### config.mk
export PLATFORM = sky130hd
export DESIGN_NAME = nfreg_bridge
export DESIGN_NICKNAME = d
export VERILOG_FILES = /design/src/rtl/nfreg_pkg.sv /design/src/rtl/nfreg_decode.sv /design/src/rtl/nfreg_rbsync.sv /design/src/rtl/nfreg_seq.sv /design/src/rtl/nfreg_bridge.sv
export SDC_FILE = /design/constraint.sdc
export NUM_CORES = 1
export LEC_CHECK = 0
export BUFFER_PORTS_ARGS = -buffer_cell sky130_fd_sc_hd__buf_4
export CAP_MARGIN = 20
export CORE_ASPECT_RATIO = 2
export CORE_MARGIN = 2
export CORE_UTILIZATION = 41
export DETAILED_ROUTE_END_ITERATION = 10
export PLACE_DENSITY = 0.79
export REMOVE_ABC_BUFFERS = 1
export SKIP_LAST_GASP = 1
export SYNTH_ARGS = -nofsm -noshare
export SYNTH_HDL_FRONTEND = slang
export SYNTH_HIERARCHICAL = 1
export SYNTH_SLANG_ARGS = --single-unit
### constraint.sdc
create_clock -name clk -period 1.8 [get_ports clk]
set_input_delay 0.09 -clock clk [delete_from_list [all_inputs] [get_ports clk]]
set_output_delay 0.09 -clock clk [all_outputs]
set_load 0.05 [all_outputs]
### src/rtl/nfreg_pkg.sv
package nfreg_pkg;
  localparam int unsigned WORD_W  = 32;
  localparam int unsigned BYTE_W  = 8;
  localparam int unsigned SEL_BIT = 31;
  localparam int unsigned OP_HI   = 30;
  localparam int unsigned OP_LO   = 28;
  localparam int unsigned BYTE_LO = 16;
  localparam int unsigned BUSY_BIT = 15;

  localparam logic [2:0] OP_CMD   = 3'd0;
  localparam logic [2:0] OP_ADDR  = 3'd1;
  localparam logic [2:0] OP_RDARM = 3'd2;
  localparam logic [2:0] OP_WDATA = 3'd3;

  typedef enum logic [2:0] {
    ST_IDLE  = 3'd0,
    ST_SETUP = 3'd1,
    ST_PULSE = 3'd2,
    ST_HOLD  = 3'd3,
    ST_DONE  = 3'd4
  } seq_st_e;

  typedef struct packed {
    logic              latch;
    logic              arm;
    logic              cle;
    logic              ale;
    logic              sel;
    logic [BYTE_W-1:0] data;
  } wr_req_t;
endpackage

### src/rtl/nfreg_decode.sv
module nfreg_decode
  import nfreg_pkg::*;
(
  input  logic [WORD_W-1:0] wdata,
  output wr_req_t           req
);
  logic [2:0] op_f;

  always_comb begin
    op_f      = wdata[OP_HI:OP_LO];
    req.latch = (op_f == OP_CMD) || (op_f == OP_ADDR) || (op_f == OP_WDATA);
    req.arm   = (op_f == OP_RDARM);
    req.cle   = (op_f == OP_CMD);
    req.ale   = (op_f == OP_ADDR);
    req.sel   = wdata[SEL_BIT];
    req.data  = wdata[BYTE_LO +: BYTE_W];
  end

  always_comb begin
    a_r2_one_latch_enable: assert (!(req.cle && req.ale));
  end
endmodule

### src/rtl/nfreg_rbsync.sv
module nfreg_rbsync #(
  parameter int unsigned STAGES = 2
) (
  input  logic clk,
  input  logic rst_n,
  input  logic rb_n_async,
  output logic busy
);
  logic [STAGES-1:0] chain_q;

  generate
    for (genvar gi = 0; gi < STAGES; gi++) begin : g_stage
      logic d_in;
      if (gi == 0) begin : g_first
        assign d_in = rb_n_async;
      end else begin : g_next
        assign d_in = chain_q[gi-1];
      end
      always_ff @(posedge clk or negedge rst_n) begin
        if (!rst_n) chain_q[gi] <= 1'b1;
        else        chain_q[gi] <= d_in;
      end
    end
  endgenerate

  assign busy = ~chain_q[STAGES-1];

  a_r8_busy_follows_pin: assert property (@(posedge clk) disable iff (!rst_n)
    $rose(busy) |-> !$past(rb_n_async, STAGES));
endmodule

### src/rtl/nfreg_seq.sv
module nfreg_seq
  import nfreg_pkg::*;
#(
  parameter int unsigned SETUP_CLKS = 1,
  parameter int unsigned PULSE_CLKS = 3,
  parameter int unsigned HOLD_CLKS  = 1
) (
  input  logic              clk,
  input  logic              rst_n,
  input  logic              bus_valid,
  input  logic              bus_we,
  input  wr_req_t           req,
  input  logic [BYTE_W-1:0] dq_i,
  output logic              done,
  output logic [BYTE_W-1:0] last_byte,
  output logic              cle,
  output logic              ale,
  output logic              ce_n,
  output logic              we_n,
  output logic              re_n,
  output logic [BYTE_W-1:0] dq_o,
  output logic              dq_oe
);
  localparam int unsigned MAXC = (SETUP_CLKS > PULSE_CLKS) ?
                                 ((SETUP_CLKS > HOLD_CLKS) ? SETUP_CLKS : HOLD_CLKS) :
                                 ((PULSE_CLKS > HOLD_CLKS) ? PULSE_CLKS : HOLD_CLKS);
  localparam int unsigned CW = $clog2(MAXC + 1);
  localparam logic [CW-1:0] SETUP_LD = CW'(SETUP_CLKS - 1);
  localparam logic [CW-1:0] PULSE_LD = CW'(PULSE_CLKS - 1);
  localparam logic [CW-1:0] HOLD_LD  = CW'(HOLD_CLKS - 1);

  seq_st_e           st_q, st_d;
  logic [CW-1:0]     cnt_q, cnt_d;
  logic              armed_q, armed_d;
  logic              rsel_q, rsel_d;
  logic              rdx_q, rdx_d;
  logic [BYTE_W-1:0] last_q, last_d;
  logic              cle_q, cle_d, ale_q, ale_d, ce_n_q, ce_n_d;
  logic              we_n_q, we_n_d, re_n_q, re_n_d, oe_q, oe_d;
  logic [BYTE_W-1:0] dq_q, dq_d;
  logic              cnt_zero;

  assign cnt_zero = (cnt_q == '0);

  always_comb begin
    st_d    = st_q;
    cnt_d   = cnt_q;
    armed_d = armed_q;
    rsel_d  = rsel_q;
    rdx_d   = rdx_q;
    last_d  = last_q;
    cle_d   = cle_q;
    ale_d   = ale_q;
    ce_n_d  = ce_n_q;
    we_n_d  = we_n_q;
    re_n_d  = re_n_q;
    oe_d    = oe_q;
    dq_d    = dq_q;
    unique case (st_q)
      ST_IDLE: begin
        if (bus_valid) begin
          if (bus_we) begin
            if (req.latch) begin
              armed_d = 1'b0;
              rdx_d   = 1'b0;
              cle_d   = req.cle;
              ale_d   = req.ale;
              ce_n_d  = ~req.sel;
              dq_d    = req.data;
              oe_d    = 1'b1;
              cnt_d   = SETUP_LD;
              st_d    = ST_SETUP;
            end else begin
              if (req.arm) begin
                armed_d = 1'b1;
                rsel_d  = req.sel;
              end
              st_d = ST_DONE;
            end
          end else if (armed_q) begin
            rdx_d  = 1'b1;
            ce_n_d = ~rsel_q;
            cnt_d  = SETUP_LD;
            st_d   = ST_SETUP;
          end else begin
            st_d = ST_DONE;
          end
        end
      end
      ST_SETUP: begin
        if (cnt_zero) begin
          if (rdx_q) re_n_d = 1'b0;
          else       we_n_d = 1'b0;
          cnt_d = PULSE_LD;
          st_d  = ST_PULSE;
        end else begin
          cnt_d = cnt_q - 1'b1;
        end
      end
      ST_PULSE: begin
        if (cnt_zero) begin
          if (rdx_q) last_d = dq_i;
          we_n_d = 1'b1;
          re_n_d = 1'b1;
          cnt_d  = HOLD_LD;
          st_d   = ST_HOLD;
        end else begin
          cnt_d = cnt_q - 1'b1;
        end
      end
      ST_HOLD: begin
        if (cnt_zero) begin
          cle_d  = 1'b0;
          ale_d  = 1'b0;
          ce_n_d = 1'b1;
          oe_d   = 1'b0;
          st_d   = ST_DONE;
        end else begin
          cnt_d = cnt_q - 1'b1;
        end
      end
      ST_DONE: st_d = ST_IDLE;
      default: st_d = ST_IDLE;
    endcase
  end

  always_ff @(posedge clk or negedge rst_n) begin
    if (!rst_n) begin
      st_q    <= ST_IDLE;
      cnt_q   <= '0;
      armed_q <= 1'b0;
      rsel_q  <= 1'b0;
      rdx_q   <= 1'b0;
      last_q  <= '0;
      cle_q   <= 1'b0;
      ale_q   <= 1'b0;
      ce_n_q  <= 1'b1;
      we_n_q  <= 1'b1;
      re_n_q  <= 1'b1;
      oe_q    <= 1'b0;
      dq_q    <= '0;
    end else begin
      st_q    <= st_d;
      cnt_q   <= cnt_d;
      armed_q <= armed_d;
      rsel_q  <= rsel_d;
      rdx_q   <= rdx_d;
      last_q  <= last_d;
      cle_q   <= cle_d;
      ale_q   <= ale_d;
      ce_n_q  <= ce_n_d;
      we_n_q  <= we_n_d;
      re_n_q  <= re_n_d;
      oe_q    <= oe_d;
      dq_q    <= dq_d;
    end
  end

  assign done      = (st_q == ST_DONE);
  assign last_byte = last_q;
  assign cle       = cle_q;
  assign ale       = ale_q;
  assign ce_n      = ce_n_q;
  assign we_n      = we_n_q;
  assign re_n      = re_n_q;
  assign dq_o      = dq_q;
  assign dq_oe     = oe_q;

  // Strobe width checker: counts low clocks independently of the FSM counter.
  logic [CW:0] low_run_q;
  always_ff @(posedge clk or negedge rst_n) begin
    if (!rst_n)                 low_run_q <= '0;
    else if (!we_n_q || !re_n_q) low_run_q <= low_run_q + 1'b1;
    else                        low_run_q <= '0;
  end

  a_r9_strobe_width: assert property (@(posedge clk) disable iff (!rst_n)
    ($rose(we_n_q) || $rose(re_n_q)) |-> ($past(low_run_q) == (CW+1)'(PULSE_CLKS - 1)));
  a_r9_single_done: assert property (@(posedge clk) disable iff (!rst_n)
    done |=> !done);
  a_r4_data_held_at_latch: assert property (@(posedge clk) disable iff (!rst_n)
    $rose(we_n_q) |-> (oe_q && $stable(dq_q)));
  a_r10_no_drive_on_read: assert property (@(posedge clk) disable iff (!rst_n)
    !re_n_q |-> !oe_q);
  a_r2_latch_exclusive: assert property (@(posedge clk) disable iff (!rst_n)
    !(cle_q && ale_q));
  a_r3_idle_deselect: assert property (@(posedge clk) disable iff (!rst_n)
    (st_q == ST_IDLE) |-> (ce_n_q && we_n_q && re_n_q && !oe_q));
  a_r1_one_strobe_kind: assert property (@(posedge clk) disable iff (!rst_n)
    !(!we_n_q && !re_n_q));
endmodule

### src/rtl/nfreg_bridge.sv
module nfreg_bridge
  import nfreg_pkg::*;
#(
  parameter int unsigned SETUP_CLKS  = 1,
  parameter int unsigned PULSE_CLKS  = 3,
  parameter int unsigned HOLD_CLKS   = 1,
  parameter int unsigned SYNC_STAGES = 2
) (
  input  logic        clk,
  input  logic        rst_n,
  input  logic        bus_valid,
  input  logic        bus_we,
  input  logic [31:0] bus_wdata,
  output logic [31:0] bus_rdata,
  output logic        bus_done,
  output logic        nf_cle,
  output logic        nf_ale,
  output logic        nf_ce_n,
  output logic        nf_we_n,
  output logic        nf_re_n,
  output logic [7:0]  nf_dq_o,
  output logic        nf_dq_oe,
  input  logic [7:0]  nf_dq_i,
  input  logic        nf_rb_n
);
  wr_req_t           req;
  logic              busy;
  logic [BYTE_W-1:0] last_byte;

  nfreg_decode u_decode (
    .wdata (bus_wdata),
    .req   (req)
  );

  nfreg_rbsync #(.STAGES(SYNC_STAGES)) u_rbsync (
    .clk        (clk),
    .rst_n      (rst_n),
    .rb_n_async (nf_rb_n),
    .busy       (busy)
  );

  nfreg_seq #(
    .SETUP_CLKS (SETUP_CLKS),
    .PULSE_CLKS (PULSE_CLKS),
    .HOLD_CLKS  (HOLD_CLKS)
  ) u_seq (
    .clk       (clk),
    .rst_n     (rst_n),
    .bus_valid (bus_valid),
    .bus_we    (bus_we),
    .req       (req),
    .dq_i      (nf_dq_i),
    .done      (bus_done),
    .last_byte (last_byte),
    .cle       (nf_cle),
    .ale       (nf_ale),
    .ce_n      (nf_ce_n),
    .we_n      (nf_we_n),
    .re_n      (nf_re_n),
    .dq_o      (nf_dq_o),
    .dq_oe     (nf_dq_oe)
  );

  always_comb begin
    bus_rdata                       = '0;
    bus_rdata[BYTE_LO +: BYTE_W]    = last_byte;
    bus_rdata[BUSY_BIT]             = busy;
  end

  a_r6_quiet_when_idle_read: assert property (@(posedge clk) disable iff (!rst_n)
    (bus_done && !bus_we) |-> nf_re_n);
endmodule

# ---- Yosys cells after proc, flatten, opt, wreduce, memory -nomap -nowiden
# Index checks and enable logic that the tools add are counted.
dict set report totals {
  word_cells 106
  inputBits 45
  reg_bits 32
  out_inout_bits 47
}
dict set report classes {
  bitwise 4
  mux 46
  eq_ne 19
  reduce_logical 21
  add_sub_neg 1
}
# cell n
set ops {}
lappend ops {{two-way mux 1 bit} 24}
lappend ops {{AND reduction 4 bit} 6}
lappend ops {{two-way mux 3 bit} 7}
lappend ops {{AND reduction 5 bit} 4}
lappend ops {{two-way mux 2 bit} 7}
lappend ops {{== test 3 x 2 -> 1 bit (second input constant)} 4}
lappend ops {{one-hot mux 1 bit (2 select lines)} 6}
lappend ops {{one-hot mux 3 bit (4 select lines)} 1}
lappend ops {{inequality test 2 x 1 -> 1 bit (second input constant)} 5}
lappend ops {{inequality test 2 bit (second input constant)} 5}
lappend ops {{one-hot mux 2 bit (4 select lines)} 1}
lappend ops {{nonzero test 2 bit} 4}
lappend ops {{== test 3 x 1 -> 1 bit (second input constant)} 2}
lappend ops {{logical NOT 3 bit} 2}
lappend ops {{NOT 1 bit} 4}
lappend ops {{nonzero test 4 bit} 1}
lappend ops {{== test 3 bit (second input constant)} 1}
lappend ops {{inequality test 3 x 2 -> 1 bit (second input constant)} 1}
lappend ops {{inequality test 3 bit (second input constant)} 1}
lappend ops {{AND reduction 3 bit} 1}
lappend ops {{logical NOT 2 bit} 1}
lappend ops {{logical OR 1 bit} 2}
lappend ops {{subtractor 2 x 1 -> 2 bit (second input constant)} 1}

# ---- Longest topological paths before layout
dict set report logic_depth {
  depth_word 7
  mapped_depth 6
  depth_no_buf 5
}

# ---- Cells and area by module
# The synthesis kept the hierarchy.
# mod area_per_inst_um2 cells_per_inst instances seq_area_each_um2
set modules_own_cells {}
lappend modules_own_cells {nfreg_seq 1421.4 114 1 754.5}
lappend modules_own_cells {nfreg_bridge 183.9 25 1 0.0}
lappend modules_own_cells {nfreg_decode 107.6 14 1 0.0}
lappend modules_own_cells {nfreg_rbsync 56.3 3 1 52.6}

# ---- Worst setup path before layout
# OpenSTA, ideal clock, no wires.
dict set report synth_path {
  path_kind {register to register}
  startpoint {register u_seq.cnt_q[0]}
  endpoint {register u_seq.last_q[0], in the netlist u_seq/last_byte[0]}
  path_stages_with_launch 6
  setup_ns 0.125
  setup_slack_ns 0.075
  t_required_ns 1.675
  t_arrival_ns 1.600
  period_less_slack_ns 1.725
  path_buffers 0
  cell_sequence {dfrtp_1 inv_1 ha_1 and3b_2 nor3b_4 mux2_2}
}
dict set report synth_via {
  elab_chain_len 2
}
# element line_no
set synth_rtl {}
lappend synth_rtl {{from (decl)} nfreg_seq.sv:33} ;# logic [CW-1:0] cnt_q, cnt_d;
lappend synth_rtl {{from (signal assigned)} nfreg_seq.sv:144} ;# cnt_q <= cnt_d;
lappend synth_rtl {{logical NOT 2 bit} nfreg_seq.sv:43} ;# assign cnt_zero = (cnt_q == '0);
lappend synth_rtl {{AND reduction 3 bit (no source line)} -}
lappend synth_rtl {{to (signal assigned)} nfreg_seq.sv:148} ;# last_q <= last_d;
lappend synth_rtl {{to (decl)} nfreg_seq.sv:37} ;# logic [BYTE_W-1:0] last_q, last_d;
# No other way between the ends.
# A chain may end at the register's enable or synchronous reset.

# ---- Worst setup path in the final report
dict set report layout_path {
  startpoint {register u_seq.cnt_q[0]}
  endpoint {register u_seq.last_q[1], in the netlist u_seq/last_byte[1]}
}
# Same word-level chain as after synthesis.

==> reports/metrics.yaml <==
status: "finished, final reports clean"
first_iter_violations: 22
r2r_cells: 6
p_clk_share_pct: 14.9
grt_pass1_wl_mm: 5.33
timing.fmax_ghz: 0.585
p_seq_share_pct: 29.4
synth_edf_count: 0
worstHoldStart: "bus_wdata[23]"
hold_violations: 0
synth_area_leaders: "dfrtp_1 (38%), buf_4 (14%), mux2_2 (11%)"
rows: 33
cp_top_family: "simple AND/OR/NAND/NOR gates"
drive_gt1_share_pct: 46.6
crit_buf_inv: 2
regToRegSetupSlack_ns: 0.09
r2r-start: "u_seq/cnt_q[0]"
clock-root-buffer: "clkbuf_8"
critical-path-max-stage-delay_ns: 0.41
cts_tree: "done"
cp_slowest_cell: "dfrtp_1"
dp_hpwl_mm: 2.47
fin_crit_ns: 1.71
initial_core_util_pct: 42.8
cp-end-kind: "flop"
worstHoldPathType: "input port to flop"
post-route-drc-count: 0
max_slew_margin_pct: 64.5
power_mw: 4.42
ys_ff_latch: 32
setup_violations: 0
nets: 251
cts.reportedPaths.clkPinSlew_ns: 0.06
ys_async_sr_fraction_pct: 100
start_kind: "flop"
synth_top_area_share_pct: 38.2
fin_util_pct: 52.8
numCtsBuffers: 5
chipHeight_um: 96.9
avgRoutedWirePerCell_um: 12.5
clk-insertion-delay-late_ns: 0.28
post_cts_buffers: 0
synth_cell_types: 40
first_pass_iters: 6
switching_share_pct: 46.2
htreeDepth: 2
vias: 1212
io_buffer_count: 48
max-clock-path-buffers: 2
ys_seq_area_share_pct: 45.6
worst-setup-path-type: "flop to flop"
synth.most_common_cell: "buf_4"
grt_max_degree: 33
die_w_um: 50.5
powerDensity_nw_per_um2: 2030
postRouteAntennaNets: 0
synth_top_area_cell: "dfrtp_1"
cap_violations: 0
p_int_mw: 2.38
grt_overflow_total: 0
gp_congestion: 0.719
rsz0062_at_grt: "false"
antennaDiodeCount: 0
ys.flop_type: "dfrtp_1"
cts_num_sinks: 32
grt_antenna_before_repair: 0
rr_endpoint: "u_seq/last_byte[1]"
cp_max_fo: 8
skew_ns: 0.00230
min_to: "u_seq/dq_o[7]"
arrival_ns: 1.87
p_leak_nw: 1.06
worstMarginPinSlew_ns: 0.525
cp.required_ns: 1.96
grt_pass1_vias: 1194
netlist_area_sq_um: 1770
maxSlewViolCount: 0
core_area_sq_um: 4130
fp.dieArea_sq_um: 4890
syn2layout_area_growth_pct: 23.2
min_period_over_period_pct: 95.0
avgViaCountPerCell: 4.73
min_path_cells: 2
grt_util_all_layers_pct: 14.3
syn_avg_cell_area_sq_um: 11.3
yosys_warnings: 6
pin_count: 92
path_cells: "inv_2 -> ha_1 -> and3b_2 -> nor3b_4 -> buf_12 -> mux2_2"
yosys-top-cells-count: "buf_4 (33), dfrtp_1 (27), mux2_2 (18)"
synth_cells: 156
p_switching_mw: 2.04
p_comb_share_pct: 55.8
vdd_drop_max_uv: 1010
wirelength_mm: 3.19
[timing repair]
action,CTS,global route
endpoints found under the setup margin,0,8
gates resized for setup,0,1
hold buffers,2,0
endpoints found under the hold margin,28,0
[through the flow]
stage	worst slack [ns]	std cells	TNS [ns]	instance area [sq um]	hold WS (ns)
after floorplan	-0.00241	140	-0.0169	1570	-0.206
after global placement	0.104	246	0	2050	0.0474
after detailed placement	0.0595	246	0	2050	0.0465
after CTS	0.0549	256	0	2180	0.0259
after global routing	0.00211	256	0	2180	0.0192
final	0.0896	256	0	2180	0.0315
[layout by cell type, fill, tap and decap left out, types with 2 or more instances in the layout]
cell type      instances
a21oi_1                5
a31oi_1                3
and2_1                 2
buf_4                 53
clkbuf_8               5
conb_1                23
dfrtp_1               27
dfstp_2                5
dlygate4sd3_1          2
ha_1                   3
inv_1                  4
inv_2                  2
mux2_2                18
mux2i_1                5
nand2_1                9
nand3_1                3
nor2_1                 5
o211ai_1               2
o21ai_0                3
or2_2                  2
[final cells by class]
| class | instances | area, sq um |
|---|---|---|
| inverter | 6 | 22.5 |
| multi-input combinational | 102 | 739 |
| clock inverter | 2 | 35.0 |
| fill | 368 | 1950 |
| sequential | 32 | 807 |
| tap | 52 | 65.1 |
| clock buffer | 6 | 72.6 |
| timing repair buffer | 56 | 438 |
[flip-flops by register name (all words and copies together), names as in the netlist]
register,count
u_seq/dq_o,8
u_rbsync/g_stage.d_in,1
u_seq/ale,1
u_seq/last_byte,8
u_rbsync/chain_q,1
u_seq/armed_q,1
u_seq/dq_oe,1
u_seq/cle,1
u_seq/rdx_q,1
u_seq/cnt_q,2
u_seq/re_n,1
u_seq/st_q,3
u_seq/rsel_q,1
u_seq/we_n,1
u_seq/ce_n,1
[worst reg2reg max path, stage by stage, from the launching register on]
cell and delay [ns]:
dfrtp_1 0.41, inv_2 0.08, ha_1 0.17, and3b_2 0.23, nor3b_4 0.24, buf_12 0.15
mux2_2 0.33
[power groups by stage]
stage	sequential, mW	combinational [mW]	clock (mW)
2_1_floorplan	2.20	0.824	0
3_3_place_gp	1.29	2.44	0
3_5_place_dp	1.31	2.48	0
4_1_cts	1.30	2.49	0.676
5_1_grt	1.35	2.61	0.712
6_report	1.30	2.47	0.658
[cells by family (layout without fill, tap and decap cells)]
group / after synthesis / in the layout / share of synthesized area (%)
other: 1 / 23 / 0.212
buffers and inverters: 44 / 70 / 17.3
multiplexers: 24 / 24 / 14.9
adder cells (fa/ha/maj): 3 / 3 / 2.12
AND/OR/NAND/NOR: 34 / 34 / 13.2
AO/OA/AOI/OAI: 17 / 17 / 6.15
flip-flops: 32 / 32 / 45.6
XOR/XNOR: 1 / 1 / 0.495
[routing by layer]
| metal | share of wire, % | up-vias | track usage (%) | wire (um) |
|---|---|---|---|---|
| li1 | - | 571 | - | - |
| met1 | 35 | 581 | 14.1 | 1130 |
| met5 | 0 | - | 0 | 0 |
| met3 | 6.6 | 5 | 3.55 | 211 |
| met4 | 1.8 | 0 | 6.86 | 56 |
| met2 | 56 | 55 | 26.4 | 1800 |
[worst max-delay path by stage]
stage / startpoint / to / slack [ns] / depth (start not counted)
global placement: u_seq/cnt_q[0] / u_seq/last_byte[4] / 0.10 / 6
global route: u_seq/cnt_q[0] / u_seq/last_byte[4] / 0.002 / 6
floorplan: u_seq/st_q[0] / u_seq/dq_o[0] / -0.002 / 3
finish: u_seq/cnt_q[0] / u_seq/last_byte[1] / 0.09 / 6
CTS: u_seq/cnt_q[0] / u_seq/last_byte[1] / 0.05 / 6
detailed placement: u_seq/cnt_q[0] / u_seq/last_byte[1] / 0.06 / 6
(Power assumes the default switching activity.)
